[src/rtl/coh_dir_pkg.sv]
package coh_dir_pkg;

    typedef enum logic [3:0] {
        S_EXCL         = 4'd0,
        S_NOWN         = 4'd1,
        S_OWN          = 4'd2,
        S_NOWN_BLK     = 4'd3,
        S_OWN_BLK      = 4'd4,
        S_NOWN_BLK_MEM = 4'd5,
        S_OWN_BLK_MEM  = 4'd6,
        S_NOWN_MEM     = 4'd7,
        S_OWN_MEM      = 4'd8,
        S_WBK          = 4'd9,
        S_WBK_TO_E     = 4'd10,
        S_WBK_TO_O     = 4'd11
    } line_st_e;

    typedef enum logic [1:0] {
        RQ_RD_SHR  = 2'd0,
        RQ_RD_EXCL = 2'd1,
        RQ_PUT     = 2'd2
    } req_kind_e;

    typedef enum logic [1:0] {
        UB_UNBLOCK   = 2'd0,
        UB_WB_CLEAN  = 2'd1,
        UB_WB_DIRTY  = 2'd2,
        UB_WB_XDIRTY = 2'd3
    } unb_kind_e;

    typedef enum logic [1:0] {
        MK_READ = 2'd0,
        MK_WB   = 2'd1
    } mem_kind_e;

    typedef enum logic [1:0] {
        RS_DATA      = 2'd0,
        RS_DATA_EXCL = 2'd1,
        RS_WB_ACK    = 2'd2
    } rsp_kind_e;

endpackage

[src/rtl/coh_dir_array.sv]
module coh_dir_array
    import coh_dir_pkg::*;
#(
    parameter int LINES = 16,
    localparam int LW = (LINES > 1) ? $clog2(LINES) : 1
) (
    input  logic          clk,
    input  logic          rst_n,
    input  logic [LW-1:0] rd_line,
    output line_st_e      rd_st,
    input  logic          wr_en,
    input  logic [LW-1:0] wr_line,
    input  line_st_e      wr_st
);

    line_st_e st_q [LINES];

    assign rd_st = st_q[rd_line];

    always_ff @(posedge clk) begin
        if (!rst_n) begin
            for (int i = 0; i < LINES; i++) st_q[i] <= S_EXCL;
        end else if (wr_en) begin
            st_q[wr_line] <= wr_st;
        end
    end

endmodule

[src/rtl/coh_txn_table.sv]
module coh_txn_table
    import coh_dir_pkg::*;
#(
    parameter int DEPTH = 2,
    parameter int LW    = 4,
    localparam int IW   = (DEPTH > 1) ? $clog2(DEPTH) : 1
) (
    input  logic          clk,
    input  logic          rst_n,
    input  logic [LW-1:0] lk_line,
    output logic          hit,
    output line_st_e      hit_st,
    output rsp_kind_e     hit_rk,
    output logic          full,
    input  logic          alloc_en,
    input  logic [LW-1:0] alloc_line,
    input  rsp_kind_e     alloc_rk,
    input  line_st_e      alloc_st,
    input  logic          upd_en,
    input  line_st_e      upd_st,
    input  logic          free_en
);

    logic [DEPTH-1:0] vld_q;
    logic [LW-1:0]    line_q [DEPTH];
    rsp_kind_e        rk_q   [DEPTH];
    line_st_e         st_q   [DEPTH];
    logic [DEPTH-1:0] hit_vec;
    logic [IW-1:0]    hit_idx;
    logic [IW-1:0]    free_idx;

    always_comb begin
        hit_idx  = '0;
        free_idx = '0;
        for (int i = 0; i < DEPTH; i++) begin
            hit_vec[i] = vld_q[i] && (line_q[i] == lk_line);
            if (hit_vec[i]) hit_idx = IW'(i);
        end
        for (int i = DEPTH - 1; i >= 0; i--) begin
            if (!vld_q[i]) free_idx = IW'(i);
        end
    end

    assign hit    = |hit_vec;
    assign hit_st = st_q[hit_idx];
    assign hit_rk = rk_q[hit_idx];
    assign full   = &vld_q;

    always_ff @(posedge clk) begin
        if (!rst_n) begin
            vld_q <= '0;
            for (int i = 0; i < DEPTH; i++) begin
                line_q[i] <= '0;
                rk_q[i]   <= RS_DATA;
                st_q[i]   <= S_EXCL;
            end
        end else begin
            if (alloc_en) begin
                vld_q[free_idx]  <= 1'b1;
                line_q[free_idx] <= alloc_line;
                rk_q[free_idx]   <= alloc_rk;
                st_q[free_idx]   <= alloc_st;
            end
            if (upd_en && hit) st_q[hit_idx] <= upd_st;
            if (free_en && hit) vld_q[hit_idx] <= 1'b0;
        end
    end

    // an allocation never lands on a full table
    assert_alloc_room_R12: assert property (@(posedge clk) disable iff (!rst_n)
        alloc_en |-> !full) else $error("table allocation while full");

    // a line never owns two live entries
    assert_alloc_unique_R2: assert property (@(posedge clk) disable iff (!rst_n)
        alloc_en |-> !hit) else $error("duplicate table entry");

    // a free always targets a live entry
    assert_free_hits_R6: assert property (@(posedge clk) disable iff (!rst_n)
        free_en |-> hit) else $error("free without live entry");

    // at most one entry per line after any cycle
    assert_single_hit_R12: assert property (@(posedge clk) disable iff (!rst_n)
        $onehot0(hit_vec)) else $error("multiple entries hit");

endmodule

[src/rtl/coh_home_dir.sv]
module coh_home_dir
    import coh_dir_pkg::*;
#(
    parameter int LINES     = 16,
    parameter int NCACHE    = 4,
    parameter int TXN_DEPTH = 2,
    parameter int DW        = 32,
    localparam int LW = (LINES > 1) ? $clog2(LINES) : 1,
    localparam int CW = (NCACHE > 1) ? $clog2(NCACHE) : 1
) (
    input  logic              clk,
    input  logic              rst_n,
    input  logic              req_valid,
    output logic              req_ready,
    input  logic [1:0]        req_kind,
    input  logic [LW-1:0]     req_line,
    input  logic [CW-1:0]     req_src,
    input  logic              unb_valid,
    output logic              unb_ready,
    input  logic [1:0]        unb_kind,
    input  logic [LW-1:0]     unb_line,
    input  logic [DW-1:0]     unb_data,
    input  logic              mrd_valid,
    input  logic [1:0]        mrd_kind,
    input  logic [LW-1:0]     mrd_line,
    input  logic [CW-1:0]     mrd_src,
    input  logic [DW-1:0]     mrd_data,
    output logic              mreq_valid,
    output logic [1:0]        mreq_kind,
    output logic [LW-1:0]     mreq_line,
    output logic [CW-1:0]     mreq_src,
    output logic [DW-1:0]     mreq_data,
    output logic              rsp_valid,
    output logic [1:0]        rsp_kind,
    output logic [CW-1:0]     rsp_dest,
    output logic [DW-1:0]     rsp_data,
    output logic              rsp_dirty,
    output logic [1:0]        rsp_acks,
    output logic              fwd_valid,
    output logic [1:0]        fwd_kind,
    output logic [LW-1:0]     fwd_line,
    output logic [CW-1:0]     fwd_src,
    output logic [NCACHE-1:0] fwd_mask,
    output logic              rcy_valid,
    output logic [1:0]        rcy_kind,
    output logic [LW-1:0]     rcy_line,
    output logic [CW-1:0]     rcy_src,
    output logic              mrd_err
);

    localparam bit HAS_PEERS = (NCACHE > 1);

    logic          ev_mem, ev_unb, ev_req_sel, req_fire, need_alloc;
    logic [LW-1:0] ev_line;
    line_st_e      arr_st, tb_st, cur_st, nxt_st;
    rsp_kind_e     tb_rk, al_rk, o_rkind;
    logic          tb_hit, tb_full;
    logic          st_we, al_en, fr_en;
    logic          o_mreq, o_rsp, o_fwd, o_rcy, o_err;
    mem_kind_e     o_mkind;
    logic [NCACHE-1:0] fwd_mask_n;

    // event arbitration: memory reply, then unblock, then request
    assign ev_mem     = mrd_valid;
    assign ev_unb     = unb_valid && !mrd_valid;
    assign ev_req_sel = !mrd_valid && !unb_valid;
    assign ev_line    = mrd_valid ? mrd_line : (unb_valid ? unb_line : req_line);

    assign cur_st     = tb_hit ? tb_st : arr_st;
    assign need_alloc = (req_kind != RQ_PUT) && ((cur_st == S_EXCL) || (cur_st == S_OWN));
    assign req_ready  = ev_req_sel && !(need_alloc && tb_full);
    assign unb_ready  = !mrd_valid;
    assign req_fire   = req_valid && req_ready;
    assign st_we      = ev_mem || ev_unb || req_fire;
    assign fwd_mask_n = ~(NCACHE'(1) << req_src);

    coh_dir_array #(.LINES(LINES)) u_arr (
        .clk     (clk),
        .rst_n   (rst_n),
        .rd_line (ev_line),
        .rd_st   (arr_st),
        .wr_en   (st_we),
        .wr_line (ev_line),
        .wr_st   (nxt_st)
    );

    coh_txn_table #(.DEPTH(TXN_DEPTH), .LW(LW)) u_tbl (
        .clk        (clk),
        .rst_n      (rst_n),
        .lk_line    (ev_line),
        .hit        (tb_hit),
        .hit_st     (tb_st),
        .hit_rk     (tb_rk),
        .full       (tb_full),
        .alloc_en   (al_en),
        .alloc_line (ev_line),
        .alloc_rk   (al_rk),
        .alloc_st   (nxt_st),
        .upd_en     (st_we),
        .upd_st     (nxt_st),
        .free_en    (fr_en)
    );

    // next-state and action decode
    always_comb begin
        nxt_st  = cur_st;
        al_en   = 1'b0;
        al_rk   = RS_DATA;
        fr_en   = 1'b0;
        o_mreq  = 1'b0;
        o_mkind = MK_READ;
        o_rsp   = 1'b0;
        o_rkind = RS_DATA;
        o_fwd   = 1'b0;
        o_rcy   = 1'b0;
        o_err   = 1'b0;
        if (ev_mem) begin
            if (mrd_kind == MK_READ) begin
                unique case (cur_st)
                    S_NOWN_BLK_MEM: begin o_rsp = 1'b1; o_rkind = tb_rk; fr_en = 1'b1; nxt_st = S_NOWN_BLK; end
                    S_OWN_BLK_MEM:  begin o_rsp = 1'b1; o_rkind = tb_rk; fr_en = 1'b1; nxt_st = S_OWN_BLK;  end
                    S_NOWN_MEM:     begin fr_en = 1'b1; nxt_st = S_NOWN; end
                    S_OWN_MEM:      begin fr_en = 1'b1; nxt_st = S_OWN;  end
                    default: ;
                endcase
            end else if (mrd_kind == MK_WB) begin
                unique case (cur_st)
                    S_WBK_TO_E: nxt_st = S_EXCL;
                    S_WBK_TO_O: nxt_st = S_OWN;
                    default: ;
                endcase
            end else begin
                o_err = 1'b1;
            end
        end else if (ev_unb) begin
            unique case (cur_st)
                S_NOWN_BLK:     if (unb_kind == UB_UNBLOCK) nxt_st = S_NOWN;
                S_OWN_BLK:      if (unb_kind == UB_UNBLOCK) nxt_st = S_OWN;
                S_NOWN_BLK_MEM: if (unb_kind == UB_UNBLOCK) nxt_st = S_NOWN_MEM;
                S_OWN_BLK_MEM:  if (unb_kind == UB_UNBLOCK) nxt_st = S_OWN_MEM;
                S_WBK: begin
                    if (unb_kind == UB_WB_DIRTY) begin
                        o_mreq = 1'b1; o_mkind = MK_WB; nxt_st = S_WBK_TO_E;
                    end else if (unb_kind == UB_WB_XDIRTY) begin
                        o_mreq = 1'b1; o_mkind = MK_WB; nxt_st = S_WBK_TO_O;
                    end else if (unb_kind == UB_WB_CLEAN) begin
                        nxt_st = S_OWN;
                    end
                end
                default: ;
            endcase
        end else if (req_fire) begin
            unique case (cur_st)
                S_EXCL, S_OWN: begin
                    if (req_kind == RQ_PUT) begin
                        o_rsp = 1'b1; o_rkind = RS_WB_ACK; nxt_st = S_WBK;
                    end else begin
                        al_en  = 1'b1;
                        al_rk  = (cur_st == S_EXCL) ? RS_DATA_EXCL : RS_DATA;
                        o_mreq = 1'b1;
                        o_fwd  = 1'b1;
                        nxt_st = (cur_st == S_OWN && req_kind == RQ_RD_SHR) ? S_OWN_BLK_MEM : S_NOWN_BLK_MEM;
                    end
                end
                S_NOWN: begin
                    if (req_kind == RQ_PUT) begin
                        o_rsp = 1'b1; o_rkind = RS_WB_ACK; nxt_st = S_WBK;
                    end else begin
                        o_fwd = 1'b1; nxt_st = S_NOWN_BLK;
                    end
                end
                default: o_rcy = 1'b1;
            endcase
        end
    end

    assign rsp_dirty = 1'b0;

    // registered message formation: every output one cycle after its event
    always_ff @(posedge clk) begin
        if (!rst_n) begin
            mreq_valid <= 1'b0; mreq_kind <= '0; mreq_line <= '0; mreq_src <= '0; mreq_data <= '0;
            rsp_valid  <= 1'b0; rsp_kind  <= '0; rsp_dest  <= '0; rsp_data <= '0; rsp_acks  <= '0;
            fwd_valid  <= 1'b0; fwd_kind  <= '0; fwd_line  <= '0; fwd_src  <= '0; fwd_mask  <= '0;
            rcy_valid  <= 1'b0; rcy_kind  <= '0; rcy_line  <= '0; rcy_src  <= '0;
            mrd_err    <= 1'b0;
        end else begin
            mreq_valid <= o_mreq;
            mreq_kind  <= o_mkind;
            mreq_line  <= ev_line;
            mreq_src   <= (o_mkind == MK_READ) ? req_src : '0;
            mreq_data  <= (o_mkind == MK_WB) ? unb_data : '0;
            rsp_valid  <= o_rsp;
            rsp_kind   <= o_rkind;
            rsp_dest   <= ev_mem ? mrd_src : req_src;
            rsp_data   <= ev_mem ? mrd_data : '0;
            rsp_acks   <= (o_rkind == RS_WB_ACK) ? 2'd0 : 2'd1;
            fwd_valid  <= o_fwd && HAS_PEERS;
            fwd_kind   <= req_kind;
            fwd_line   <= ev_line;
            fwd_src    <= req_src;
            fwd_mask   <= fwd_mask_n;
            rcy_valid  <= o_rcy;
            rcy_kind   <= req_kind;
            rcy_line   <= ev_line;
            rcy_src    <= req_src;
            mrd_err    <= o_err;
        end
    end

    // a data response only follows a memory read reply
    assert_data_after_mem_R5: assert property (@(posedge clk) disable iff (!rst_n)
        (rsp_valid && rsp_kind != RS_WB_ACK) |-> $past(mrd_valid && mrd_kind == MK_READ))
        else $error("data response without memory data");

    // a recycled request produces no other message
    assert_recycle_silent_R7: assert property (@(posedge clk) disable iff (!rst_n)
        rcy_valid |-> (!mreq_valid && !rsp_valid && !fwd_valid))
        else $error("recycled request was serviced");

    // forward excludes the requester and reaches every other cache
    assert_fwd_mask_R4: assert property (@(posedge clk) disable iff (!rst_n)
        fwd_valid |-> (!fwd_mask[fwd_src] && $countones(fwd_mask) == NCACHE - 1))
        else $error("bad forward mask");

    // a memory write follows an accepted writeback message
    assert_wb_after_unb_R9: assert property (@(posedge clk) disable iff (!rst_n)
        (mreq_valid && mreq_kind == MK_WB) |-> $past(unb_valid && unb_ready))
        else $error("memory write without writeback");

    // the error flag follows an invalid memory reply kind
    assert_err_source_R11: assert property (@(posedge clk) disable iff (!rst_n)
        mrd_err |-> $past(mrd_valid && mrd_kind[1]))
        else $error("spurious memory error");

    // at most one event is consumed per cycle
    assert_one_event_R13: assert property (@(posedge clk) disable iff (!rst_n)
        $onehot0({mrd_valid, unb_valid && unb_ready, req_valid && req_ready}))
        else $error("two events in one cycle");

endmodule

[config.mk]
export PLATFORM = sky130hd
export DESIGN_NAME = coh_home_dir
export DESIGN_NICKNAME = d
export VERILOG_FILES = /design/src/rtl/coh_dir_pkg.sv /design/src/rtl/coh_dir_array.sv /design/src/rtl/coh_txn_table.sv /design/src/rtl/coh_home_dir.sv
export SDC_FILE = /design/constraint.sdc
export NUM_CORES = 1
export LEC_CHECK = 0
export ABC_AREA = 1
export BUFFER_PORTS_ARGS = -buffer_cell sky130_fd_sc_hd__buf_2
export CORE_ASPECT_RATIO = 0.5
export CORE_UTILIZATION = 35
export CTS_CLUSTER_DIAMETER = 100
export CTS_CLUSTER_SIZE = 8
export DETAILED_ROUTE_END_ITERATION = 8
export PLACE_DENSITY = 0.61
export SLEW_MARGIN = 40
export SYNTH_ARGS = -nofsm -noshare
export SYNTH_HDL_FRONTEND = slang
export SYNTH_SLANG_ARGS = --single-unit
[constraint.sdc]
create_clock -name clk -period 3.1 [get_ports clk]
set_input_delay 0.465 -clock clk [delete_from_list [all_inputs] [get_ports clk]]
set_output_delay 0.465 -clock clk [all_outputs]
set_load 0.005 [all_outputs]
Yosys cells after proc, flatten, opt, wreduce, memory -nomap -nowiden

Memories as Yosys holds them, arrays and structs flattened.
Cells that the tools add are included.

Flip-flop bits (word level): 93
Memory bits (writable): 84
Output and inout port bits: 106
Memories kept: 4

Magnitude comparators: 4
Equal/unequal tests: 21
Shifts and indexed selects: 1
Multiplexer cells: 98
Bitwise gates (word level): 8
Reduce and logical (&&, ||, !) cells: 42

Memories:

| memory       | depth | bits a word | read ports | clocked after memory_dff | write ports | RTL line            | text |
|---|---|---|---|---|---|---|---|
| u_arr.st_q   | 16    | 4           | 1          | 0                        | 16          | coh_dir_array.sv:16 | `line_st_e st_q [LINES];` |
| u_tbl.line_q | 2     | 4           | 2          | 0                        | 2           | coh_txn_table.sv:25 | `logic [LW-1:0] line_q [DEPTH];` |
| u_tbl.st_q   | 2     | 4           | 1          | 0                        | 2           | coh_txn_table.sv:27 | `line_st_e st_q [DEPTH];` |
| u_tbl.rk_q   | 2     | 2           | 1          | 0                        | 2           | coh_txn_table.sv:26 | `rsp_kind_e rk_q [DEPTH];` |

Operators with widths:

| cell                 | number |
|---|---|
| $mux W4              | 22 |
| $mux W1              | 56 |
| $mux W2              | 14 |
| $reduce_or A4 Y1     | 6 |
| $pmux W4 S5          | 1 |
| $eq A4 B3 Y1 const B | 4 |
| $eq A4 B4 Y1 const B | 4 |
| $pmux W4 S2          | 2 |
| $pmux W4 S4          | 1 |
| $logic_and A1 B1 Y1  | 13 |
| $reduce_or A2 Y1     | 5 |
| $eq A2 B2 Y1 const B | 4 |
| $eq A4 B2 Y1 const B | 2 |
| $eq A4 B4 Y1         | 2 |
| $logic_not A2 Y1     | 4 |
| $reduce_and A2 Y1    | 4 |
| $eq A2 B1 Y1 const B | 3 |
| $reduce_or A3 Y1     | 2 |
| $reduce_or A5 Y1     | 1 |
| $eq A4 B1 Y1 const B | 1 |
| $logic_not A4 Y1     | 1 |
| $lt A1 B2 Y1 const B | 2 |
| $not A1 Y1           | 4 |
| $not A4 Y4           | 1 |
| other kinds (9)      | 15 |

Depth between registers and ports, before layout

Gate-level depths: netlist of run 1.
An unclocked memory read counts as a cell.

Word-level depth: 22
Gate-level depth with buffers: 24
Depth with buffers taken out: 22

Hierarchy

Synthesis of run 1 repeated with hierarchy kept, for this count alone.

Cell total of the unflattened synthesis: 979
Area, all modules: 8107.8 um^2

Modules (own cells, without submodules):

| module        | instances | cells each | area an instance (um^2) |
|---|---|---|---|
| coh_home_dir  | 1         | 450        | 3659.8 |
| coh_dir_array | 1         | 379        | 3219.3 |
| coh_txn_table | 1         | 150        | 1228.7 |

Least setup slack after synthesis of run 1

Ideal clock, no wire load.

Path kind: input-to-reg
From: in mrd_valid
To: mem u_tbl.st_q[0][0] in the netlist's numbering (enable)
Setup time: 0.308 ns
Arrival: 2.678 ns
Required time: 2.792 ns
Setup slack: 0.114 ns
Cell stages on the path: 20
Cell sequence: nor2_4 -> nand2_1 -> inv_2 -> nor2_1 -> nand2_1 -> nand2_1 -> nor2_4 -> nand3_4 -> nand2_2 -> buf_6 -> nand3_2 -> nand2_2 -> nand2_1 -> inv_2 -> nand4_4 -> nor3_4 -> nand3_2 -> nand2_1 -> inv_2 -> nand2_1

RTL lines:

| item               | RTL line            | text |
|---|---|---|
| start: declaration | coh_home_dir.sv:23  | `input logic mrd_valid,` |
| end: declaration   | coh_txn_table.sv:27 |  |

Worst setup path after layout of run 1

From: in mrd_valid
To: out req_ready

Longest elaborated chain between the ends: 12
Elaborated cells between the ends (all ways): 19
Those cells by class: eq/ne (3); mux (3); reduce/logical (11); memory (2)

RTL lines:

| item                                             | RTL line            | text |
|---|---|---|
| $mux W4                                          | coh_home_dir.sv:67  | `assign ev_line = mrd_valid ? mrd_line : (unb_valid ? unb_line : req_line);` |
| $eq A4 B4 Y1                                     | coh_txn_table.sv:36 | `hit_vec[i] = vld_q[i] && (line_q[i] == lk_line);` |
| $logic_and A1 B1 Y1                              | coh_txn_table.sv:36 |  |
| $mux W1                                          | coh_txn_table.sv:37 | `if (hit_vec[i]) hit_idx = IW'(i);` |
| $mem_v2 Z2 W4                                    | -                   |  |
| $mux W4                                          | coh_home_dir.sv:69  | `assign cur_st = tb_hit ? tb_st : arr_st;` |
| $eq A4 B2 Y1 or $logic_not A4 Y1 (tied branches) | coh_home_dir.sv:70  | `assign need_alloc = (req_kind != RQ_PUT) && ((cur_st == S_EXCL) \|\| (cur_st == S_OWN));` |
| $logic_or A1 B1 Y1                               | coh_home_dir.sv:70  |  |
| $logic_and A1 B1 Y1                              | coh_home_dir.sv:70  |  |
| $logic_and A1 B1 Y1                              | coh_home_dir.sv:71  | `assign req_ready = ev_req_sel && !(need_alloc && tb_full);` |
| $logic_not A1 Y1                                 | coh_home_dir.sv:71  |  |
| $logic_and A1 B1 Y1 (*)                          | coh_home_dir.sv:71  |  |
| end: declaration                                 | coh_home_dir.sv:14  | `output logic req_ready,` |

Every way passes the cells marked *; elsewhere a longest branch is shown, timed or not.

==> qor.yml, run 1 <==
power_and_ir_drop:
  power.switching_mw: 1.667
  pwr-share-seq: 0.431
  p_leak_nw: 5.781
  clkPwrFrac: 0.353
  internal_power_mw: 4.143
  finalPower_mw: 5.811
  vdd_drop_max_mv: 0.3738
  switching_share: 0.2869
  power_density_mw_per_mm2: 534.5
  power.share.combinational: 0.216
clock_network:
  cts_sinks: 173
  cts_tree: "done"
  cts_made_buffers: 17
  ctsHtreeMaxLevel: 4
  clk_pin_slew_worst_paths_ns: 0.07
  cts_buffer_depth: 2
  cts-root-buf: "clkbuf_16"
  insertion_delay_ns: 0.44
synthesis:
  synthesis.area_mm2: 0.007770
  ys_seq_area_frac: 0.5514
  ys_top_cells_by_area: "edfxtp_1 32%, dfxtp_1 23%, nand2_1 12%"
  ys_ff_latch: 173
  yosysWarnings: 0
  synth-simple-area-share: 0.2966
  yosys.area_share.adder: 0
  yosys_most_used_dff: "dfxtp_1"
  synthMuxAreaShare: 0
  synth_cell_types: 37
  ys_top_cells_by_count: "246 x nand2_1, 175 x nor2_1, 168 x inv_1"
  synth-compound-area-share: 0.02528
  synth-edff-count: 82
  synth_async_sr_flop_share: 0
  synth.most_common_cell: "nand2_1"
  synth_top_family_by_area: "simple AND/OR/NAND/NOR gates"
  synth_top_area_frac: 0.3169
  syn_avg_cell_area_um2: 8.010
  postSynthCellCount: 970
  yosys.area.top_type: "edfxtp_1"
  synth_xor_area_frac: 0.003221
critical_path:
  required_ns: 2.63
  critPathSlowestCell: "clkbuf_16"
  start_kind: "input pin"
  crit_family: "simple AND/OR/NAND/NOR gates"
  crit_fanout: 8
  crit_buf_inv: 4
  r2r_slack_ns: 0.31
  cp.depth: 17
  crit_arrival_ns: 2.54
  crit_top_cell: "nand2_1"
  path_class: "in2out"
  ff2ff_path_depth: 20
  cp-end-kind: "primary output"
  max_stage_delay_ns: 0.24
  cp_cell_sequence: "buf_4 -> nor2_4 -> nand2_2 -> nand3_4 -> clkbuf_16 -> nand2_1 -> nand2_1 -> nand2_1 -> nand2_1 -> nand2_1 -> nand2_2 -> o21ai_4 -> nand4_1 -> nor2_2 -> nor2_1 -> buf_4 -> buf_2"
finish:
  synthToLayoutAreaGrowth_pct: 39.90
  utilization: 0.5003
  nets: 1368
  antenna_cells: 0
  drive_gt1_frac: 0.3488
drt:
  vias: 7167
  vias_per_cell: 4.508
  drt_wl_total_um: 22140
  avgRoutedWirePerCell_um: 13.93
  first_pass_iters: 5
  postRouteAntennaNets: 0
  drc: 0
  drtIter0Drc: 553
floorplanning:
  coreArea_mm2: 0.02173
  fp-row-count: 38
  dieArea_mm2: 0.02284
  die-width_um: 212.7
  io_pins: 197
  initial_core_util: 0.3576
  die_h_um: 107.4
grt:
  grt_max_degree: 35
  grt_pass1_wl_um: 34010
  antenna_found_initial: 0
  grt_pass1_vias: 6914
  grt.total_usage: 0.1953
  grt-ovfl-total: 0
hold_path:
  worst_hold_path.num_cells: 3
  hp-class: "in2reg"
sta:
  fmax_ghz: 0.3326
  worstMarginPinSlew_ns: 0.5036
  tns_ns: 0
  skew_ns: 0.01038
  slew_viol_final: 0
  hold_violations: 0
  maxSlewHeadroom: 0.6637
  timing.final.crit_share: 0.9700
  period_needed_ns: 3.007
  grt_setup_unrepaired: "true"
  finalSetupViolCount: 0
place:
  port_buffers: 193
  place_congestion: 0.9179
  hpwl_um: 16240
job:
  cap_violations: 0
outcome:
  status: "completed"
[flip-flops by register name, indices dropped and copies added (netlist names), 2 cells and up]
signal	flops
u_tbl.rk_q	2
rcy_kind	2
fwd_mask	4
rsp_dest	2
rsp_kind	2
mreq_data	32
rsp_data	32
u_tbl.vld_q	2
rcy_src	2
u_arr.st_q	64
u_tbl.line_q	8
u_tbl.st_q	8
rcy_line	4
mreq_src	2
[power by group through the flow]
stage / clock [mW] / combinational (mW) / sequential (mW)
2_1_floorplan: 0 / 0.530 / 2.55
3_3_place_gp: 0 / 1.07 / 2.55
3_5_place_dp: 0 / 1.06 / 2.56
4_1_cts: 2.10 / 1.07 / 2.51
5_1_grt: 2.18 / 1.35 / 2.51
6_report: 2.05 / 1.25 / 2.51
[what timing repair did]
item                       4_1_cts  5_1_grt
pin swaps                        0       28
setup buffers                    0       10
hold buffers                     0        0
cloned                           0        5
gates resized for setup          1       66
setup endpoints to repair        1      139
[final cells by class]
type | instances | area (um^2)
fill | 2047 | 10860
inverter | 181 | 684.4
clock inverter | 14 | 132.6
clock buffer | 18 | 429.2
multi-input combinational | 571 | 2739
sequential | 173 | 4284
timing repair buffer | 333 | 2226
tap | 300 | 375.4
[cells in the final DEF (no fill, tap or decap), drive strengths merged]
cell type,instances
clkbuf,22
nor3,6
nand3,56
nand4,21
inv,188
a41oi,1
bufinv,1
conb,3
edfxtp,82
a31oi,2
o31ai,1
clkinv,6
xnor2,1
a21oi,10
nand2,252
xor2,1
nor4,2
or2,1
buf,329
nand3b,4
nor2,189
o21ai,19
dfxtp,91
o21bai,2
[kinds of logic after synthesis]
kind of cell           count (synthesis)
AND/OR/NAND/NOR                      531
AO/OA/AOI/OAI                         35
flip-flops                           173
buffers and inverters                228
XOR/XNOR                               2
other                                  1
[through the flow]
step / instances / hold slack, ns / cell area, um^2 / setup WS (ns)
after CTS: 1575 / 0.2127 / 10440 / 0.009966
after global routing: 1590 / 0.2194 / 10870 / -0.03713
after floorplan: 972 / 0.4751 / 7777 / 0.1142
after global placement: 1543 / 0.5450 / 9868 / -0.3600
final: 1590 / 0.2303 / 10870 / 0.09304
after detailed placement: 1543 / 0.5584 / 9868 / -0.3435
[per-layer routing]
| metal | share of wire | vias up | routed length, um | global-route usage |
|---|---|---|---|---|
| met5 | 0 | - | 0 | 0 |
| met4 | 0.012 | 0 | 264 | 0.06218 |
| met3 | 0.081 | 25 | 1797 | 0.06097 |
| met2 | 0.47 | 242 | 10340 | 0.3177 |
| met1 | 0.44 | 3331 | 9740 | 0.2470 |
| li1 | - | 3569 | - | - |
[worst register-to-register path: cells and delay by family, from the launching register on]
family / cells / cell delay, ns
compound gates: 2 / 0.27
buf+inv: 7 / 0.86
flops: 1 / 0.35
simple gates: 11 / 1.17
[worst paths after layout]
check,startpoint,to
worst max register to register,u_tbl.line_q[1][2],u_arr.st_q[12][1]
worst min register to register,u_tbl.rk_q[1][0],rsp_kind[0]
worst min-delay path,unb_data[10],mreq_data[10]
worst max-delay path,mrd_valid,req_ready
Note: power is estimated with default switching activity, not from simulation.
==> inputs of run 2 (changes only) <==
Settings changed: CORE_UTILIZATION 35 to 48, MAX_ROUTING_LAYER set to met4, PLACE_DENSITY 0.61 to 0.78.
==> qor.yml, run 2 (synthesis gave the netlist of run 1 again) <==
clock_network:
  ctsHtreeMaxLevel: 4  # unchanged
  cts_buffer_depth: 2  # unchanged
  cts_hold_buf: 0  # unchanged
  cts_made_buffers: 17  # unchanged
  insertion_delay_ns: 0.43  # was 0.44 ns
  clk_pin_slew_worst_paths_ns: 0.08  # was 0.07 ns
  cts_tree: "done"  # unchanged
  cts_sinks: 173  # unchanged
  cts-root-buf: "clkbuf_16"  # unchanged
job:
  cap_violations: 0  # unchanged
floorplanning:
  io_pins: 197  # unchanged
  die-width_um: 181.9  # was 212.7 um
  initial_core_util: 0.4976  # was 0.3576
  die_h_um: 91.97  # was 107.4 um
  fp-row-count: 32  # was 38
  coreArea_mm2: 0.01562  # was 0.02173 mm^2
  dieArea_mm2: 0.01673  # was 0.02284 mm^2
finish:
  nets: 1359  # was 1,368
  num-fill-cells: 1159  # was 2,047
  synthToLayoutAreaGrowth_pct: 37.50  # was 39.90%
  most-common-layout-cells: "231 x nand2_1, 191 x buf_2, 168 x inv_1, 163 x nor2_1, 117 x buf_4"  # was 228 x nand2_1, 191 x buf_2, 168 x inv_1, 163 x nor2_1, 122 x buf_4
  drive_gt1_frac: 0.3411  # was 0.3488
  final_common_cell: "nand2_1"  # unchanged
  largest_reg_flops: 64  # unchanged
  reg_top3: "u_arr.st_q x64, mreq_data x32, rsp_data x32"  # unchanged
  utilization: 0.6842  # was 0.5003
  regMostFlops: "u_arr.st_q"  # unchanged
  antenna_cells: 0  # unchanged
drt:
  postRouteAntennaNets: 0  # unchanged
  drc: 0  # unchanged
  wl_met1_um: 9187  # was 9740 um
  drt_wl_total_um: 23000  # was 22,140 um
  wl_met2_um: 11360  # was 10,340 um
  vias: 7456  # was 7,167
  top_layer_used: "met4"  # unchanged
  avgRoutedWirePerCell_um: 15.49  # was 13.93 um
  vias_per_cell: 5.021  # was 4.508
  first_pass_iters: 5  # unchanged
  drtIter0Drc: 619  # was 553
  met3WireLength_um: 1923  # was 1797 um
sta:
  skew_ns: 0.01390  # was 0.01038 ns
  finalSetupViolCount: 0  # unchanged
  worstMarginPinSlew_ns: 0.5826  # was 0.5036 ns
  timing.final.crit_share: 0.9898  # was 0.9700
  fmax_ghz: 0.3259  # was 0.3326 GHz
  period_needed_ns: 3.068  # was 3.007 ns
  hold_violations: 0  # unchanged
  maxSlewHeadroom: 0.6116  # was 0.6637
  slew_viol_final: 0  # unchanged
critical_path:
  cp-end-kind: "register"  # was primary output
  path_class: "in2reg"  # was in2out
  required_ns: 3.29  # was 2.63 ns
  start_kind: "input pin"  # unchanged
  crit_fanout: 18  # was 8
  crit_arrival_ns: 3.26  # was 2.54 ns
grt:
  grt.total_usage: 0.2704  # was 0.1953
  grt_pass1_wl_um: 33940  # was 34,010 um
  antenna_found_initial: 0  # unchanged
  grt-ovfl-total: 0  # unchanged
  grt_pass1_vias: 7166  # was 6,914
  grt_max_degree: 34  # was 35
place:
  place_congestion: 0.9582  # was 0.9179
  hpwl_um: 15350  # was 16,240 um
  port_buffers: 193  # unchanged
power_and_ir_drop:
  finalPower_mw: 5.914  # was 5.811 mW
  vdd_drop_max_mv: 0.3414  # was 0.3738 mV
  p_leak_nw: 5.729  # was 5.781 nW
  power_density_mw_per_mm2: 553.6  # was 534.5 mW/mm^2
hold_path:
  hp-class: "in2reg"  # unchanged
outcome:
  status: "completed"  # unchanged
-- run 2: changes by cell type in the layout (fill, tap and decap cells not counted), moves of 3 or more --
cell,previous run,this run
nand3_1,41,45
o21ai_1,11,7
nor2_4,10,14
nand2_2,21,17
o21ai_2,1,4
buf_6,7,3
nand2_1,228,231
nor2_2,16,12
inv_4,4,1
nand3_2,10,6
buf_4,122,117
inv_12,0,3
-- run 2: cell type report --
cell class | instances | area (um^2) | area share
Multi-Input combinational cell | 571 | 2741 | 0.2566
Clock buffer | 17 | 425.4 | 0.03982
Sequential cell | 173 | 4284 | 0.4010
Inverter | 181 | 681.9 | 0.06382
Clock inverter | 15 | 160.2 | 0.01499
Timing Repair Buffer | 324 | 2136 | 0.1999
Tap cell | 204 | 255.2 | 0.02389
-- run 2: where the power goes --
group	switching [mW]	leakage, nW	total (mW)	internal (mW)
sequential	0.0279	1.59	2.50	2.48
combinational	0.719	3.85	1.24	0.525
clock	1.07	0.290	2.17	1.10
-- run 2: stage by stage --
stage          worst slack (ns)  TNS [ns]  instances  hold WS (ns)  instance area, um^2
6_report                0.03170         0       1485        0.2366                10680
5_1_grt                -0.05827    -1.863       1485        0.2222                10680
4_1_cts                 0.01179         0       1468        0.2259                10270
3_5_place_dp            -0.5575    -73.32       1434        0.5382                 9638
3_3_place_gp            -0.4691    -59.30       1434        0.5145                 9638
2_1_floorplan            0.1142         0        972        0.4751                 7777
-- run 2: final timing paths --
| check | start | endpoint | slack [ns] | cells past startpoint |
|---|---|---|---|---|
| min | unb_data[5] | mreq_data[5] | 0.24 | 3 |
| max | unb_valid | u_arr.st_q[15][0] | 0.03 | 21 |
| max reg2reg | u_tbl.line_q[1][2] | u_arr.st_q[14][2] | 0.23 | 17 |
| min reg2reg | u_tbl.rk_q[0][0] | rsp_kind[0] | 0.56 | 2 |
-- run 2: repair_timing --
item	CTS	global route
buffers inserted	2	13
endpoints found under the setup margin	95	158
gates resized for setup	4	54
pin swaps	1	16
gates cloned	0	5
-- run 2: layer usage --
metal	global-route usage	vias up
met5	-	-
met4	0.09034	0
met3	0.06394	62
met2	0.4583	352
met1	0.3194	3491
li1	-	3551
-- run 2: worst max-delay path, stage by stage --
cell and delay, ns:
clkbuf_4 0.16, nor2_4 0.21, nand2_2 0.11, nand3_4 0.15, buf_12 0.17, nor2_1 0.07, nand2_1 0.08, nand3_1 0.13
nand2_1 0.12, nand3_1 0.13, o21bai_2 0.22, nand2_4 0.13, nor2_1 0.26, nand2_1 0.13, o21ai_1 0.15, nand2_1 0.08
nand2_1 0.08, nand3_2 0.10, buf_12 0.17, nand3_1 0.09, inv_1 0.06
